[src/rtl/sm_addsub_pkg.sv]
package sm_addsub_pkg;

  // Sequencer phases: wait for a request, run the adder, apply the fix-up
  typedef enum logic [1:0] {
    ST_IDLE = 2'd0,
    ST_CALC = 2'd1,
    ST_FIX  = 2'd2
  } seq_state_e;

endpackage

[src/rtl/sm_mag_adder.sv]
// Ripple adder with an optional one's complement of its second input.
// Together with cin = 1 this forms x - y or -y in two's complement.
module sm_mag_adder #(
  parameter int W = 8
) (
  input  logic [W-1:0] x_i,
  input  logic [W-1:0] y_i,
  input  logic         inv_y_i,
  input  logic         cin_i,
  output logic [W-1:0] sum_o,
  output logic         cout_o
);

  logic [W:0]   carry;
  logic [W-1:0] y_eff;

  assign carry[0] = cin_i;
  assign y_eff    = inv_y_i ? ~y_i : y_i;

  for (genvar i = 0; i < W; i++) begin : g_bit
    assign sum_o[i]   = x_i[i] ^ y_eff[i] ^ carry[i];
    assign carry[i+1] = (x_i[i] & y_eff[i]) | (carry[i] & (x_i[i] ^ y_eff[i]));
  end

  assign cout_o = carry[W];

endmodule

[src/rtl/sm_addsub_seq.sv]
module sm_addsub_seq
  import sm_addsub_pkg::*;
(
  input  logic clk,
  input  logic rst_n,
  input  logic start_i,
  output logic load_en_o,
  output logic calc_en_o,
  output logic fix_en_o,
  output logic done_o
);

  seq_state_e state_q, state_d;
  logic       done_q, done_d;

  always_comb begin
    state_d   = state_q;
    done_d    = 1'b0;
    load_en_o = 1'b0;
    calc_en_o = 1'b0;
    fix_en_o  = 1'b0;
    unique case (state_q)
      ST_IDLE: begin
        if (start_i) begin
          load_en_o = 1'b1;
          state_d   = ST_CALC;
        end
      end
      ST_CALC: begin
        calc_en_o = 1'b1;
        state_d   = ST_FIX;
      end
      ST_FIX: begin
        fix_en_o = 1'b1;
        done_d   = 1'b1;
        state_d  = ST_IDLE;
      end
      default: state_d = ST_IDLE;
    endcase
  end

  always_ff @(posedge clk or negedge rst_n) begin
    if (!rst_n) begin
      state_q <= ST_IDLE;
      done_q  <= 1'b0;
    end else begin
      state_q <= state_d;
      done_q  <= done_d;
    end
  end

  assign done_o = done_q;


  start_to_done_chk: assert property (@(posedge clk) disable iff (!rst_n)
    (start_i && state_q == ST_IDLE) |-> ##3 done_q);


  done_single_chk: assert property (@(posedge clk) disable iff (!rst_n)
    done_q |=> !done_q);


  busy_start_ignored_chk: assert property (@(posedge clk) disable iff (!rst_n)
    (state_q != ST_IDLE) |=> (state_q != ST_CALC));

endmodule

[src/rtl/sm_addsub_core.sv]
module sm_addsub_core #(
  parameter int W = 8
) (
  input  logic         clk,
  input  logic         rst_n,
  input  logic         load_en_i,
  input  logic         calc_en_i,
  input  logic         fix_en_i,
  input  logic         sub_i,
  input  logic         a_sign_i,
  input  logic [W-1:0] a_mag_i,
  input  logic         b_sign_i,
  input  logic [W-1:0] b_mag_i,
  output logic         res_sign_o,
  output logic [W-1:0] res_mag_o,
  output logic         ovf_o
);

  // Operand and result registers
  logic         as_q, as_d;
  logic [W-1:0] a_q,  a_d;
  logic         bs_q, bs_d;
  logic [W-1:0] b_q,  b_d;
  logic         e_q,  e_d;
  logic         avf_q, avf_d;
  logic         diff_q, diff_d;

  // Shared adder
  logic         signs_differ;
  logic [W-1:0] add_x, add_y, add_sum;
  logic         add_inv, add_cin, add_cout;

  assign signs_differ = as_q ^ bs_q;

  // In the fix pass the adder forms 0 + ~A + 1, the negation of A
  always_comb begin
    if (fix_en_i) begin
      add_x   = '0;
      add_y   = a_q;
      add_inv = 1'b1;
      add_cin = 1'b1;
    end else begin
      add_x   = a_q;
      add_y   = b_q;
      add_inv = signs_differ;
      add_cin = signs_differ;
    end
  end

  sm_mag_adder #(.W(W)) u_adder (
    .x_i    (add_x),
    .y_i    (add_y),
    .inv_y_i(add_inv),
    .cin_i  (add_cin),
    .sum_o  (add_sum),
    .cout_o (add_cout)
  );

  always_comb begin
    as_d   = as_q;
    a_d    = a_q;
    bs_d   = bs_q;
    b_d    = b_q;
    e_d    = e_q;
    avf_d  = avf_q;
    diff_d = diff_q;
    if (load_en_i) begin
      as_d = a_sign_i;
      a_d  = a_mag_i;
      bs_d = b_sign_i ^ sub_i;
      b_d  = b_mag_i;
    end else if (calc_en_i) begin
      a_d    = add_sum;
      e_d    = add_cout;
      diff_d = signs_differ;
      avf_d  = signs_differ ? 1'b0 : add_cout;
    end else if (fix_en_i) begin
      if (diff_q) begin
        if (!e_q) begin
          a_d  = add_sum;
          as_d = ~as_q;
        end
        if (a_d == '0) begin
          as_d = 1'b0;
        end
      end
    end
  end

  always_ff @(posedge clk or negedge rst_n) begin
    if (!rst_n) begin
      as_q   <= 1'b0;
      a_q    <= '0;
      bs_q   <= 1'b0;
      b_q    <= '0;
      e_q    <= 1'b0;
      avf_q  <= 1'b0;
      diff_q <= 1'b0;
    end else begin
      as_q   <= as_d;
      a_q    <= a_d;
      bs_q   <= bs_d;
      b_q    <= b_d;
      e_q    <= e_d;
      avf_q  <= avf_d;
      diff_q <= diff_d;
    end
  end

  assign res_sign_o = as_q;
  assign res_mag_o  = a_q;
  assign ovf_o      = avf_q;


  diff_path_no_ovf_chk: assert property (@(posedge clk) disable iff (!rst_n)
    (calc_en_i && (as_q != bs_q)) |=> !avf_q);


  larger_a_kept_chk: assert property (@(posedge clk) disable iff (!rst_n)
    (fix_en_i && diff_q && e_q && (a_q != '0)) |=> ($stable(a_q) && $stable(as_q)));


  smaller_a_flip_chk: assert property (@(posedge clk) disable iff (!rst_n)
    (fix_en_i && diff_q && !e_q) |=> (as_q != $past(as_q)));


  zero_is_positive_chk: assert property (@(posedge clk) disable iff (!rst_n)
    (fix_en_i && diff_q) |=> !((a_q == '0) && as_q));

endmodule

[src/rtl/sm_addsub.sv]
module sm_addsub #(
  parameter int MAG_W = 8
) (
  input  logic             clk,
  input  logic             rst_n,
  input  logic             start,
  input  logic             mode,
  input  logic             a_sign,
  input  logic [MAG_W-1:0] a_mag,
  input  logic             b_sign,
  input  logic [MAG_W-1:0] b_mag,
  output logic             done,
  output logic             res_sign,
  output logic [MAG_W-1:0] res_mag,
  output logic             ovf
);

  localparam int SYNC_STAGES = 2;

  logic [SYNC_STAGES-1:0] rst_sync_q;
  logic                   rst_n_int;
  logic                   load_en, calc_en, fix_en;

  // Asynchronous assertion, synchronous release
  always_ff @(posedge clk or negedge rst_n) begin
    if (!rst_n) begin
      rst_sync_q <= '0;
    end else begin
      rst_sync_q <= {rst_sync_q[SYNC_STAGES-2:0], 1'b1};
    end
  end

  assign rst_n_int = rst_sync_q[SYNC_STAGES-1];

  sm_addsub_seq u_seq (
    .clk      (clk),
    .rst_n    (rst_n_int),
    .start_i  (start),
    .load_en_o(load_en),
    .calc_en_o(calc_en),
    .fix_en_o (fix_en),
    .done_o   (done)
  );

  sm_addsub_core #(.W(MAG_W)) u_core (
    .clk       (clk),
    .rst_n     (rst_n_int),
    .load_en_i (load_en),
    .calc_en_i (calc_en),
    .fix_en_i  (fix_en),
    .sub_i     (mode),
    .a_sign_i  (a_sign),
    .a_mag_i   (a_mag),
    .b_sign_i  (b_sign),
    .b_mag_i   (b_mag),
    .res_sign_o(res_sign),
    .res_mag_o (res_mag),
    .ovf_o     (ovf)
  );

endmodule

[config.mk]
export PLATFORM = sky130hd
export DESIGN_NAME = sm_addsub
export DESIGN_NICKNAME = d
export VERILOG_FILES = /design/src/rtl/sm_addsub_pkg.sv /design/src/rtl/sm_mag_adder.sv /design/src/rtl/sm_addsub_seq.sv /design/src/rtl/sm_addsub_core.sv /design/src/rtl/sm_addsub.sv
export SDC_FILE = /design/constraint.sdc
export NUM_CORES = 1
export LEC_CHECK = 0
export BUFFER_PORTS_ARGS = -buffer_cell sky130_fd_sc_hd__buf_2
export CORE_MARGIN = 5
export CORE_UTILIZATION = 45
export CTS_BUF_LIST = sky130_fd_sc_hd__clkbuf_4
export DETAILED_ROUTE_END_ITERATION = 8
export MAX_ROUTING_LAYER = met4
export PLACE_DENSITY_LB_ADDON = 0.12
export SLEW_MARGIN = 30
export SYNTH_ARGS = -nofsm -noshare
export SYNTH_HDL_FRONTEND = slang
export SYNTH_SLANG_ARGS = --single-unit
export TNS_END_PERCENT = 10
[constraint.sdc]
create_clock -name clk -period 0.9 [get_ports clk]
set_input_delay 0.225 -clock clk [delete_from_list [all_inputs] [get_ports clk]]
set_output_delay 0.225 -clock clk [all_outputs]
set_load 0.01 [all_outputs]
==> run_results.csv <==
group,metric,value,unit
logic_synthesis,postSynthAreaPerCell,9.37,um2
job,max_cap_violations,0,
final_layout,stdcell_area,2200,um2
place,place_ws,-3340,ps
clock_network,cts_buffer_depth,2,
final_layout,nNetsFinal,257,
setup_path,crit_family,"adder cells",
logic_synthesis,ys_seq_elements,26,
place,dp_hpwl,2760,um
floorplanning,die_w,68.8,um
setup_path,arrival,4380,ps
logic_synthesis,yosys_warnings,0,
logic_synthesis,syn_area,1560,um2
logic_synthesis,synthCells,166,
place,dp_cells,263,
clock_network,clock_latency,330,ps
place,io_buffers,32,
timing,timing.fmax,0.241,GHz
detailed_routing,wl_per_cell,13.5,um
timing,setup_ws,-3250,ps
final_layout,layout.cells.non_filler,269,
floorplanning,start_util,46.6,%
timing,layout_worst_path_cycle_share,461,%
run_status,run_status,"finished with violations",
clock_network,cts_root_buffer,"clkbuf_4",
setup_path,cp_cell_sequence,"xnor2_4 -> xnor2_1 -> nor2_1 -> a21oi_2 -> fa_2 -> inv_2 -> fa_2 -> fa_2 -> inv_2 -> fa_1 -> inv_1 -> fa_2 -> fa_2 -> inv_2 -> fa_1 -> nand4bb_1 -> nor4_2 -> a21oi_1 -> a311o_1",
final_layout,layout-drive-gt1-share,42.2,%
global_route,grt_pass1_vias,1316,
timing,rsz0062_at_grt,"yes",
timing,drv_slew,0,
clock_network,numCtsBuffers,3,
detailed_routing,first_pass_iters,4,
place,dpl_cell_area,2020,um2
timing,setup_viol,35,
timing,fin_tns_setup,-29860,ps
clock_network,cts.sinks,26,
clock_network,tritoncts,"built",
detailed_routing,remaining_drc_errors,0,
setup_path,critPathCaptureType,"register",
setup_path,slowest_delay,470,ps
timing,fin_skew,3.04,ps
place,place_congestion,0.831,
run_status,violations,"setup timing",
final_layout,syn2layout_area_growth,41.5,%
setup_path,cpMostUsedCell,"fa_2",
floorplanning,coreArea,3340,um2
floorplanning,core.rowCount,21,
setup_path,crit_slowest_cell,"dfrtp_2",
logic_synthesis,syn_nets,199,
global_route,grt_pass1_wl,5950,um
clock_network,h-tree-depth,1,
floorplanning,io_pins,33,
detailed_routing,vias,1296,
floorplanning,dieArea,4730,um2
setup_path,startpoint_type,"register",
detailed_routing,vias_per_cell,4.82,
min_path,hold_class,"input port to register",
detailed_routing,routed_wl,3640,um
final_layout,n_antenna_cell,0,
setup_path,path_max_fanout,3,
clock_network,clkTransAtPathRegs,140,ps
logic_synthesis,ys_types,31,
timing,hold_viol_final,0,
global_route,grt_overflow,0,
floorplanning,die_h,68.8,um
detailed_routing,drt_iter0_drc,54,
global_route,grt_antenna_before_repair,0,
global_route,grt.total_usage,17.9,%
setup_path,crit_required,1130,ps
detailed_routing,antenna_left,0,
timing,period_needed,4150,ps
global_route,grt_max_degree,25,
logic_synthesis,synth_seq_area_share,41.8,%
setup_path,crit_buf_inv,4,
setup_path,timing_worst_setup_path_type,"register to register",
[worst reg2reg max path, cell delays in order, from the launching register on]
cell	delay, ps
dfrtp_2	470
xnor2_4	200
xnor2_1	140
nor2_1	70
a21oi_2	130
fa_2	210
inv_2	40
fa_2	330
fa_2	340
inv_2	60
fa_1	140
inv_1	50
fa_2	330
fa_2	340
inv_2	70
fa_1	400
nand4bb_1	220
nor4_2	160
a21oi_1	90
a311o_1	270
[cell usage after synthesis, drive strengths merged]
cell type,number,area (um2)
dfrtp,26,651
or2,1,6.26
o211ai,1,7.51
a31oi,1,6.26
mux2i,7,70.1
and2,1,6.26
o21ai,18,93.8
nor2b,6,37.5
a311o,1,10.0
mux2,3,33.8
or4,2,15.0
conb,1,3.75
nor2,5,18.8
nand2b,5,31.3
nor3,1,5.00
a21oi,5,25.0
nand3,2,10.0
nand4bb,1,11.3
fa,7,140
xor2,1,8.76
buf,1,3.75
nor4,1,6.26
xnor2,10,95.1
inv,11,41.3
ha,4,50.1
nand2,38,143
clkbuf,5,18.8
nand4,1,6.26
[through the flow]
stage          hold WS (ps)  util (%)
6_report               71.6      66.0
3_5_place_dp           10.0      60.6
2_1_floorplan         -70.6         -
3_3_place_gp           8.91      60.6
5_1_grt                67.7      66.0
4_1_cts                63.9      64.2
[cell type report]
class | instances | area [um2]
fill | 297 | 1140
multi-input combinational | 123 | 937
inverter | 11 | 46.3
sequential | 26 | 653
tap | 46 | 57.6
timing repair buffer | 59 | 477
clock buffer | 4 | 30.0
[sequential cells by signal, summed over array words and instances, names as in the netlist]
signal,flops
u_seq.state_q,2
u_core.res_mag_o,8
rst_sync_q,2
u_core.diff_q,1
u_core.res_sign_o,1
u_core.e_q,1
u_core.ovf_o,1
u_seq.done_o,1
u_core.bs_q,1
u_core.b_q,8
[layout by cell type, fill, tap and decap left out, types with 2 or more instances in the layout]
cell type,n
a21oi_1,4
buf_12,3
buf_2,25
buf_4,15
buf_6,15
clkbuf_4,4
dfrtp_1,24
dfrtp_2,2
fa_1,2
fa_2,5
ha_4,2
inv_1,4
inv_2,6
mux2_2,3
mux2i_1,5
mux2i_2,2
nand2_1,36
nand2_2,2
nand2b_1,5
nand3_1,2
nor2_1,5
nor2b_1,5
o21ai_0,9
o21ai_1,8
or4_1,2
xnor2_1,9
[logic make-up (layout without fill, tap and decap cells)]
logic type      after synthesis  after routing  share of synthesized area, %
simple gates                 64             64                          19.1
compound gates               26             26                          9.17
flops                        26             26                          41.8
buf+inv                      17             74                          4.10
fa+ha+maj                    11             11                          12.2
xor+xnor                     11             11                          6.68
mux                          10             10                          6.68
other cells                   1              1                         0.241
[layer usage]
metal	vias to the layer above	global-route usage, %	share of wire [%]
met2	24	30.0	49
li1	655	-	-
met1	612	21.5	45
met4	0	7.30	1.5
met3	5	2.76	5.0
met5	-	-	0
[path summary, 6_finish.rpt]
| path | start | endpoint | slack [ps] | cells after the start |
|---|---|---|---|---|
| min in group asynchronous | rst_n | rst_sync_q[0] | 180 | 2 |
| worst max-delay path | u_core.res_sign_o | u_core.res_sign_o | -3250 | 19 |
| worst max register to register | u_core.res_sign_o | u_core.res_sign_o | -3250 | 19 |
| max in group asynchronous | rst_sync_q[1] | u_core.res_mag_o[1] | 520 | 1 |
| worst min register to register | rst_sync_q[1] | u_core.res_mag_o[7] | 220 | 1 |
| worst min-delay path | b_mag[7] | u_core.b_q[7] | 70 | 3 |
[what timing repair did]
| item | 4_1_cts | 5_1_grt |
|---|---|---|
| hold buffers | 1 | 0 |
| pin swaps | 5 | 1 |
| hold endpoints to repair | 2 | 0 |
| endpoints found under the setup margin | 35 | 35 |
| setup buffers | 0 | 1 |
| resized for setup | 21 | 19 |
Power is not shown: default switching activity piles up to over one toggle a cycle in this logic, so the estimate is an artifact.
